File: config.mk
export PLATFORM = sky130hd
export DESIGN_NAME = flow_sequencer
export DESIGN_NICKNAME = d
export VERILOG_FILES = /design/src/rtl/fs_pkg.sv /design/src/rtl/fs_decode.sv /design/src/rtl/fs_target.sv /design/src/rtl/fs_counters.sv /design/src/rtl/flow_sequencer.sv
export SDC_FILE = /design/constraint.sdc
export NUM_CORES = 1
export LEC_CHECK = 0
export CORE_UTILIZATION = 40
export CTS_CLUSTER_DIAMETER = 50
export DETAILED_ROUTE_END_ITERATION = 10
export GPL_TIMING_DRIVEN = 0
export SLEW_MARGIN = 40
export SYNTH_ARGS = -nofsm -noshare
export SYNTH_HDL_FRONTEND = slang
export SYNTH_SLANG_ARGS = --single-unit
File: constraint.sdc
create_clock -name clk -period 8.5 [get_ports clk]
set_input_delay 0.85 -clock clk [delete_from_list [all_inputs] [get_ports clk]]
set_output_delay 0.85 -clock clk [all_outputs]
set_load 0.1 [all_outputs]
File: src/rtl/fs_pkg.sv
package fs_pkg;
  localparam int WORD_W  = 32;
  localparam int FIELD_W = 24;
  localparam int LINK_BIT = 24;
  localparam int TYPE_LO  = 26;

  typedef enum logic [1:0] {
    K_DPROC = 2'b00,
    K_XFER  = 2'b01,
    K_JUMP  = 2'b10,
    K_TRAP  = 2'b11
  } fs_kind_e;

  typedef enum logic [1:0] {
    ST_FETCH  = 2'b00,
    ST_DECODE = 2'b01,
    ST_HALT   = 2'b10
  } fs_state_e;
endpackage

File: src/rtl/fs_decode.sv
module fs_decode
  import fs_pkg::*;
(
  input  logic [WORD_W-1:0]  word,
  output logic               is_zero,
  output fs_kind_e           kind,
  output logic               link,
  output logic [FIELD_W-1:0] field
);
  always_comb begin
    is_zero = (word == '0);
    kind    = fs_kind_e'(word[TYPE_LO +: 2]);
    link    = word[LINK_BIT];
    field   = word[FIELD_W-1:0];
  end
endmodule

File: src/rtl/fs_target.sv
module fs_target
  import fs_pkg::*;
#(
  parameter int BIAS = 4
) (
  input  logic [WORD_W-1:0]  pc,
  input  logic [FIELD_W-1:0] field,
  output logic [WORD_W-1:0]  jump_tgt,
  output logic [WORD_W-1:0]  trap_tgt
);
  logic               neg;
  logic [FIELD_W-1:0] mag;
  logic [WORD_W-1:0]  step;

  always_comb begin
    neg  = field[FIELD_W-1];
    mag  = neg ? (~field + 1'b1) : field;
    step = WORD_W'(mag >> 2);
    jump_tgt = (neg ? (pc - step) : (pc + step)) + WORD_W'(BIAS);
    trap_tgt = WORD_W'(field) + WORD_W'(BIAS);
  end
endmodule

File: src/rtl/fs_counters.sv
module fs_counters #(
  parameter int CNT_W  = 32,
  parameter int COST_W = 8
) (
  input  logic              clk,
  input  logic              rst,
  input  logic              step_en,
  input  logic [COST_W-1:0] cost,
  output logic [CNT_W-1:0]  cycles,
  output logic [CNT_W-1:0]  instrs
);
  always_ff @(posedge clk) begin
    if (rst) begin
      cycles <= '0;
      instrs <= '0;
    end else if (step_en) begin
      cycles <= cycles + CNT_W'(cost);
      instrs <= instrs + 1'b1;
    end
  end

  AST_INSTR_STEP: assert property (@(posedge clk) disable iff (rst)
    (instrs != $past(instrs)) |-> (instrs == $past(instrs) + 1'b1));
endmodule

File: src/rtl/flow_sequencer.sv
module flow_sequencer
  import fs_pkg::*;
#(
  parameter int ADDR_W    = 10,
  parameter int CNT_W     = 32,
  parameter int RESET_PC  = 56,
  parameter int RESET_SP  = 100,
  parameter int PIPE_BIAS = 4,
  parameter int JUMP_COST = 3,
  parameter int TRAP_COST = 5
) (
  input  logic              clk,
  input  logic              rst,
  output logic [ADDR_W-1:0] imem_addr,
  input  logic [31:0]       imem_rdata,
  input  logic              cond_pass,
  output logic              stk_we,
  output logic [ADDR_W-1:0] stk_addr,
  output logic [31:0]       stk_wdata,
  output logic              disp_valid,
  output logic              disp_kind,
  output logic [31:0]       disp_word,
  output logic [31:0]       pc_o,
  output logic [31:0]       link_o,
  output logic [31:0]       sp_o,
  output logic              halted,
  output logic [CNT_W-1:0]  cycle_total,
  output logic [CNT_W-1:0]  instr_total
);
  localparam int COST_W = 8;

  fs_state_e          state_q;
  logic [WORD_W-1:0]  pc_q, lr_q, sp_q;
  logic               d_zero, d_link;
  fs_kind_e           d_kind;
  logic [FIELD_W-1:0] d_field;
  logic [WORD_W-1:0]  jump_tgt, trap_tgt;
  logic               in_decode, take_flow;
  logic [COST_W-1:0]  cost;

  fs_decode u_dec (
    .word(imem_rdata), .is_zero(d_zero), .kind(d_kind),
    .link(d_link), .field(d_field)
  );

  fs_target #(.BIAS(PIPE_BIAS)) u_tgt (
    .pc(pc_q), .field(d_field), .jump_tgt(jump_tgt), .trap_tgt(trap_tgt)
  );

  always_comb begin
    in_decode = (state_q == ST_DECODE) && !d_zero;
    take_flow = cond_pass && (d_kind == K_JUMP || d_kind == K_TRAP);
    if (take_flow && d_kind == K_JUMP)      cost = COST_W'(JUMP_COST);
    else if (take_flow && d_kind == K_TRAP) cost = COST_W'(TRAP_COST);
    else                                    cost = COST_W'(1);
  end

  fs_counters #(.CNT_W(CNT_W), .COST_W(COST_W)) u_cnt (
    .clk(clk), .rst(rst), .step_en(in_decode), .cost(cost),
    .cycles(cycle_total), .instrs(instr_total)
  );

  assign imem_addr = ADDR_W'(pc_q - WORD_W'(PIPE_BIAS));
  assign pc_o   = pc_q;
  assign link_o = lr_q;
  assign sp_o   = sp_q;

  always_ff @(posedge clk) begin
    if (rst) begin
      state_q    <= ST_FETCH;
      pc_q       <= WORD_W'(RESET_PC);
      lr_q       <= '0;
      sp_q       <= WORD_W'(RESET_SP);
      halted     <= 1'b0;
      stk_we     <= 1'b0;
      stk_addr   <= '0;
      stk_wdata  <= '0;
      disp_valid <= 1'b0;
      disp_kind  <= 1'b0;
      disp_word  <= '0;
    end else begin
      stk_we     <= 1'b0;
      disp_valid <= 1'b0;
      case (state_q)
        ST_FETCH: begin
          pc_q    <= pc_q + 1'b1;
          state_q <= ST_DECODE;
        end
        ST_DECODE: begin
          if (d_zero) begin
            halted  <= 1'b1;
            state_q <= ST_HALT;
          end else begin
            state_q <= ST_FETCH;
            case (d_kind)
              K_DPROC, K_XFER: begin
                disp_valid <= 1'b1;
                disp_kind  <= (d_kind == K_XFER);
                disp_word  <= imem_rdata;
              end
              K_JUMP: if (cond_pass) begin
                if (d_link) begin
                  if (lr_q != '0) begin
                    stk_we    <= 1'b1;
                    stk_addr  <= ADDR_W'(sp_q);
                    stk_wdata <= lr_q;
                    sp_q      <= sp_q + 1'b1;
                  end
                  lr_q <= pc_q;
                end
                pc_q <= jump_tgt;
              end
              default: if (cond_pass) begin
                lr_q <= pc_q;
                pc_q <= trap_tgt;
              end
            endcase
          end
        end
        default: state_q <= ST_HALT;
      endcase
    end
  end

  AST_SP_STEP: assert property (@(posedge clk) disable iff (rst)
    (sp_q != $past(sp_q)) |-> (sp_q == $past(sp_q) + 1'b1));
  AST_PUSH_NONZERO: assert property (@(posedge clk) disable iff (rst)
    stk_we |-> (stk_wdata != '0));
  AST_HALT_STICKY: assert property (@(posedge clk) disable iff (rst)
    halted |=> (halted && $stable(pc_q)));
  AST_DISP_SPACING: assert property (@(posedge clk) disable iff (rst)
    disp_valid |=> !disp_valid);
  AST_ONE_SIDE: assert property (@(posedge clk) disable iff (rst)
    $onehot0({disp_valid, stk_we}));
endmodule

==> results.json, run 1 <==
{
  "antenna_found_initial": 0,
  "grtUsageTotal": 0.278,
  "grt_pass1_vias": 13500,
  "ys.flop_type": "dfxtp_1",
  "fin_tns_setup_ns": 0,
  "gr-total-overflow": 0,
  "grt_pass1_wl_mm": 79.4,
  "ios": 283,
  "crit_fanout": 11,
  "hold_path.startpoint": "disp_word[26]",
  "layout.cells.most_common_list": "nand2_1, buf_2, dfxtp_1",
  "finalNetCount": 2275,
  "worst_ep_required_time_ns": 8.97,
  "worstSetupPathType": "in2reg",
  "whs_path_depth": 2,
  "drcViolationCount": 0,
  "avgSynthCellArea_um2": 7.61,
  "place_congestion": 0.967,
  "root_buffer": "clkbuf_16",
  "fin_cells": 2679,
  "syn_to_final_growth_pct": 21.3,
  "crit_path_end_kind": "register",
  "fmax_mhz": 125,
  "startpoint_type": "input port",
  "num_rows": 69,
  "maxCapViolations": 0,
  "power_density_mw_per_mm2": 181,
  "holdCritPathClass": "reg2reg",
  "dp_hpwl_mm": 42.1,
  "layout-drive-gt1-share": 0.167,
  "cts_setup_buffers": 0,
  "chipWidth_um": 192,
  "start_util": 0.406,
  "cts_max_level": 1,
  "die_area_mm2": 0.0368,
  "placed_area_mm2": 0.0165,
  "syn_inst": 1895,
  "clock_sinks": 240,
  "rr_endpoint": "pc_o[31]",
  "dr_total_vias": 14900,
  "place_inst": 2627,
  "drt_iter0_drc": 957,
  "worstMarginPinSlew_ns": 0.820,
  "hold_buffers": 0,
  "slew-limit-headroom": 0.448,
  "synthTopCellsByArea": "dfxtp_1, nand2_1, nor2_1, a21oi_1, xor2_1",
  "io_buffers": 271,
  "place_ws_ns": -0.757,
  "reg2reg_depth": 15,
  "cts_tree": "yes",
  "post_drt_wl_per_cell_um": 19.9,
  "clock_path_buffers": 3,
  "drt_pass1_iterations": 6,
  "async_flop_share": 0,
  "final-max-slew-violation-count": 0,
  "cpPeakStageDelay_ns": 0.79,
  "clk_latency_ns": 0.55,
  "ir_worst_vdd_uv": 138,
  "critPathArrivalTime_ns": 8.49,
  "die_h_um": 192,
  "cts_made_buffers": 29,
  "period_minus_slack_ns": 8.02,
  "viasPerCell": 5.54,
  "setup_slack_ns": 0.479,
  "antennaDiodeCount": 0,
  "min_to": "disp_word[26]",
  "synth_top_area_cell": "dfxtp_1",
  "synth_top_area_share": 0.333,
  "design_area_mm2": 0.0175,
  "crit_slowest_cell": "clkdlybuf4s50_1",
  "r2r_start": "pc_o[0]",
  "ys_seq_area_frac": 0.333,
  "core_mm2": 0.0355,
  "synth_seq_cells": 240,
  "totalWireLength_mm": 53.2,
  "grt_max_degree": 15,
  "synth_nets": 1974,
  "outcome": "complete, no violations",
  "skew_ns": 0.0155,
  "synth.distinct_cells": 85,
  "p_leak_uw": 0.00738,
  "clk_pin_slew_ns": 0.06,
  "min_period_over_period": 0.944,
  "ant_nets": 0,
  "syn_area_mm2": 0.0144,
  "finalHoldViolCount": 0,
  "rsz0062_at_grt": "false",
  "r2r_slack_ns": 3.76,
  "yosys_warnings": 0,
  "setup_viol": 0,
  "synth-edff-count": 0
}
## cells in the mapped netlist, types with 38 or more instances
library cell / n
a21oi_1: 167
clkbuf_1: 93
dfxtp_1: 240
ha_1: 42
inv_1: 38
mux2i_1: 45
nand2_1: 272
nand3_1: 69
nand4_1: 42
nor2_1: 229
nor3_1: 38
o21ai_0: 84
xnor2_1: 77
xor2_1: 94
## metrics by stage
| step | hold slack (ns) | util | power, uW |
|---|---|---|---|
| final | 0.453 | 0.493 | 3170 |
| after global routing | 0.463 | 0.493 | 3280 |
| after CTS | 0.453 | 0.493 | 3170 |
| after detailed placement | 0.444 | 0.464 | 1900 |
| after global placement | 0.444 | 0.499 | 1930 |
| after floorplan | 0.688 | - | 1720 |
## sequential cells by signal (all words and copies together), names as in the netlist
register and cells:
disp_word 32, link_o 32, pc_o 32, sp_o 32
stk_wdata 32, u_cnt.cycles 32, u_cnt.instrs 32, stk_addr 10
state_q 2, disp_kind 1, disp_valid 1, halted 1
stk_we 1
## logic make-up (layout without fill, tap and decap cells)
group	after synthesis	after routing	share of synthesized area
buffers and inverters	168	491	0.0476
AND/OR/NAND/NOR	819	819	0.270
multiplexers	47	47	0.0328
AO/OA/AOI/OAI	406	406	0.173
XOR/XNOR	171	171	0.104
adder cells (fa/ha/maj)	44	44	0.0392
flip-flops	240	240	0.333
## where the power goes
part / switching (uW) / internal, uW / leakage, uW
Combinational: 521 / 180 / 0.00496
Clock: 503 / 775 / 0.000484
Sequential: 39.3 / 1150 / 0.00194
Total: 1060 / 2100 / 0.00738
## how the worst max path moves through the flow
stage / from / cells past startpoint / slack [ns] / endpoint
after floorplan: imem_rdata[23] / 29 / 1.68 / pc_o[31]
after global placement: imem_rdata[23] / 30 / -0.99 / pc_o[31]
after detailed placement: imem_rdata[23] / 30 / -0.76 / pc_o[31]
after CTS: imem_rdata[23] / 30 / 0.08 / pc_o[31]
after global routing: imem_rdata[23] / 29 / 0.05 / pc_o[31]
final: imem_rdata[23] / 29 / 0.48 / pc_o[31]
## area by class of cell
class	count	area, um^2
multi-input combinational	1487	8940
buffer	128	541
clock buffer	39	823
clock inverter	14	178
sequential	240	4800
fill	3587	18000
tap	461	577
timing repair buffer	271	1470
inverter	39	146
## layer usage
metal,vias up,wire length (um),track usage
li1,7248,-,-
met1,7050,23900,0.375
met2,490,25300,0.476
met3,66,2940,0.0252
met4,0,1110,0.0617
met5,-,0,0
## worst max-delay path, delay by kind of cell
family	cells	cell delay [ns]
buffers and inverters	7	2.38
AOI/OAI and AO/OA	7	1.79
xor gates and xnor gates	2	0.34
and+or+nand+nor	11	2.61
adders and majority gates	2	0.50
## timing repair
| item | CTS | global route |
|---|---|---|
| gates resized for setup | 1 | 4 |
| endpoints found under the hold margin | 0 | 0 |
| setup endpoints to repair | 3 | 9 |
| gates cloned | 0 | 0 |
(Power assumes the default switching activity.)
==> run 2: changes to the inputs <==
Settings changed: CTS_CLUSTER_SIZE from default to 20.
==> run 2 against run 1 <==
  * Worst hold slack about the same
  * Via count decreased by 0.26%
  * Die area unchanged
  * Non-clock buffer count unchanged
  * Clock power decreased by 6%
  * Global-route usage about the same
  * Clock skew increased by 0.019 ns
  * Critical path depth unchanged
  * Critical endpoint unchanged
==> results.json, run 2 (synthesis gave the netlist of run 1 again) <==
{
  "seq_area_mm2": 0.00480,
  "ios": 283,
  "grt_pass1_vias": 13400,
  "rsz0062_at_grt": "false",
  "start_util": 0.406,
  "layout.cells.most_common_list": "nand2_1, buf_2, dfxtp_1",
  "maxCapViolations": 0,
  "setup_viol": 0,
  "place_inst": 2627,
  "fmax_mhz": 125,
  "drcViolationCount": 0,
  "clock_sinks": 240,
  "clock_path_buffers": 3,
  "place_congestion": 0.967,
  "critPathArrivalTime_ns": 8.47,
  "outcome": "complete, no violations",
  "die_h_um": 192,
  "clk_pin_slew_ns": 0.06,
  "p_leak_uw": 0.00734,
  "ant_nets": 0,
  "crit_slowest_cell": "clkdlybuf4s50_1",
  "antennaDiodeCount": 0,
  "cts_made_buffers": 26,
  "clk_latency_ns": 0.56,
  "viasPerCell": 5.54,
  "finalNetCount": 2272,
  "crit_fanout": 11,
  "grt_pass1_wl_mm": 79.1,
  "final-max-slew-violation-count": 0,
  "ir_worst_vdd_uv": 138,
  "grt_max_degree": 20,
  "syn_to_final_growth_pct": 20.7,
  "gr-total-overflow": 0,
  "fin_cells": 2673,
  "cts_max_level": 1,
  "period_minus_slack_ns": 8.02,
  "worst_ep_required_time_ns": 8.95,
  "antenna_found_initial": 0,
  "fin_tns_setup_ns": 0,
  "nFillCells": 3601,
  "core_mm2": 0.0355,
  "die_area_mm2": 0.0368,
  "finalHoldViolCount": 0,
  "min_period_over_period": 0.943,
  "crit_path_end_kind": "register",
  "design_area_mm2": 0.0174,
  "multi_input_area_mm2": 0.00894,
  "chipWidth_um": 192,
  "root_buffer": "clkbuf_16",
  "dr_total_vias": 14800,
  "startpoint_type": "input port",
  "cts_setup_buffers": 0,
  "grtUsageTotal": 0.278,
  "drt_pass1_iterations": 6,
  "holdCritPathClass": "reg2reg",
  "post_drt_wl_per_cell_um": 19.8,
  "totalWireLength_mm": 53.0,
  "io_buffers": 271,
  "placed_area_mm2": 0.0165,
  "slew-limit-headroom": 0.449,
  "power_density_mw_per_mm2": 177,
  "dp_hpwl_mm": 42.1,
  "skew_ns": 0.0349,
  "worstSetupPathType": "in2reg",
  "num_rows": 69,
  "cts-resized-gates": 1,
  "hold_buffers": 0,
  "cpPeakStageDelay_ns": 0.78,
  "worstMarginPinSlew_ns": 0.826,
  "drt_iter0_drc": 983,
  "cts_tree": "yes",
  "layout-drive-gt1-share": 0.166
}
run 2: cell count changes in the layout (fill, tap and decap cells not counted), sizes merged:
| cell | before | now |
|---|---|---|
| inv | 43 | 46 |
| clkinv | 4 | 9 |
| clkbuf | 133 | 121 |
| clkinvlp | 3 | 1 |
run 2: layer usage:
| layer | up-vias | global-route usage | part of all wire |
|---|---|---|---|
| li1 | 7254 | - | - |
| met2 | 471 | 0.473 | 0.47 |
| met1 | 7014 | 0.373 | 0.45 |
| met3 | 76 | 0.0283 | 0.056 |
| met4 | 0 | 0.0684 | 0.024 |
| met5 | - | 0 | 0 |
run 2: path summary, 6_finish.rpt:
| check | depth (start not counted) | startpoint | slack (ns) | end |
|---|---|---|---|---|
| worst max-delay path | 29 | imem_rdata[23] | 0.48 | pc_o[31] |
| worst min-delay path | 2 | disp_word[1] | 0.45 | disp_word[1] |
| worst max register to register | 15 | pc_o[0] | 3.70 | pc_o[31] |
| worst min register to register | 2 | disp_word[1] | 0.45 | disp_word[1] |
run 2: power by group:
part           internal, uW  switching (uW)
Clock                   675             527
Combinational           180             520
Sequential             1150            39.2
run 2: area by class of cell:
cell class              count  area share
inverters                  39     0.00841
multi-input cells        1487       0.514
clock inverters            20      0.0149
well taps                 461      0.0332
clock buffers              27      0.0376
plain buffers             128      0.0311
flip-flops and latches    240       0.276
repair buffers            271      0.0846
run 2: stage by stage:
step           utilization  total power, uW  hold WS (ns)  setup WS [ns]
6_report             0.490             3090         0.453          0.484
4_1_cts              0.490             3100         0.453         0.0716
3_3_place_gp         0.499             1930         0.444         -0.990
5_1_grt              0.490             3200         0.463         0.0343
3_5_place_dp         0.464             1900         0.444         -0.757
2_1_floorplan            -             1720         0.688           1.68
run 2: critical path: cells and delay by family:
| kind | cells | cell delay [ns] |
|---|---|---|
| AO/OA/AOI/OAI | 7 | 1.80 |
| XOR/XNOR | 2 | 0.33 |
| adder cells (fa/ha/maj) | 2 | 0.50 |
| buffers and inverters | 7 | 2.35 |
| AND/OR/NAND/NOR | 11 | 2.60 |
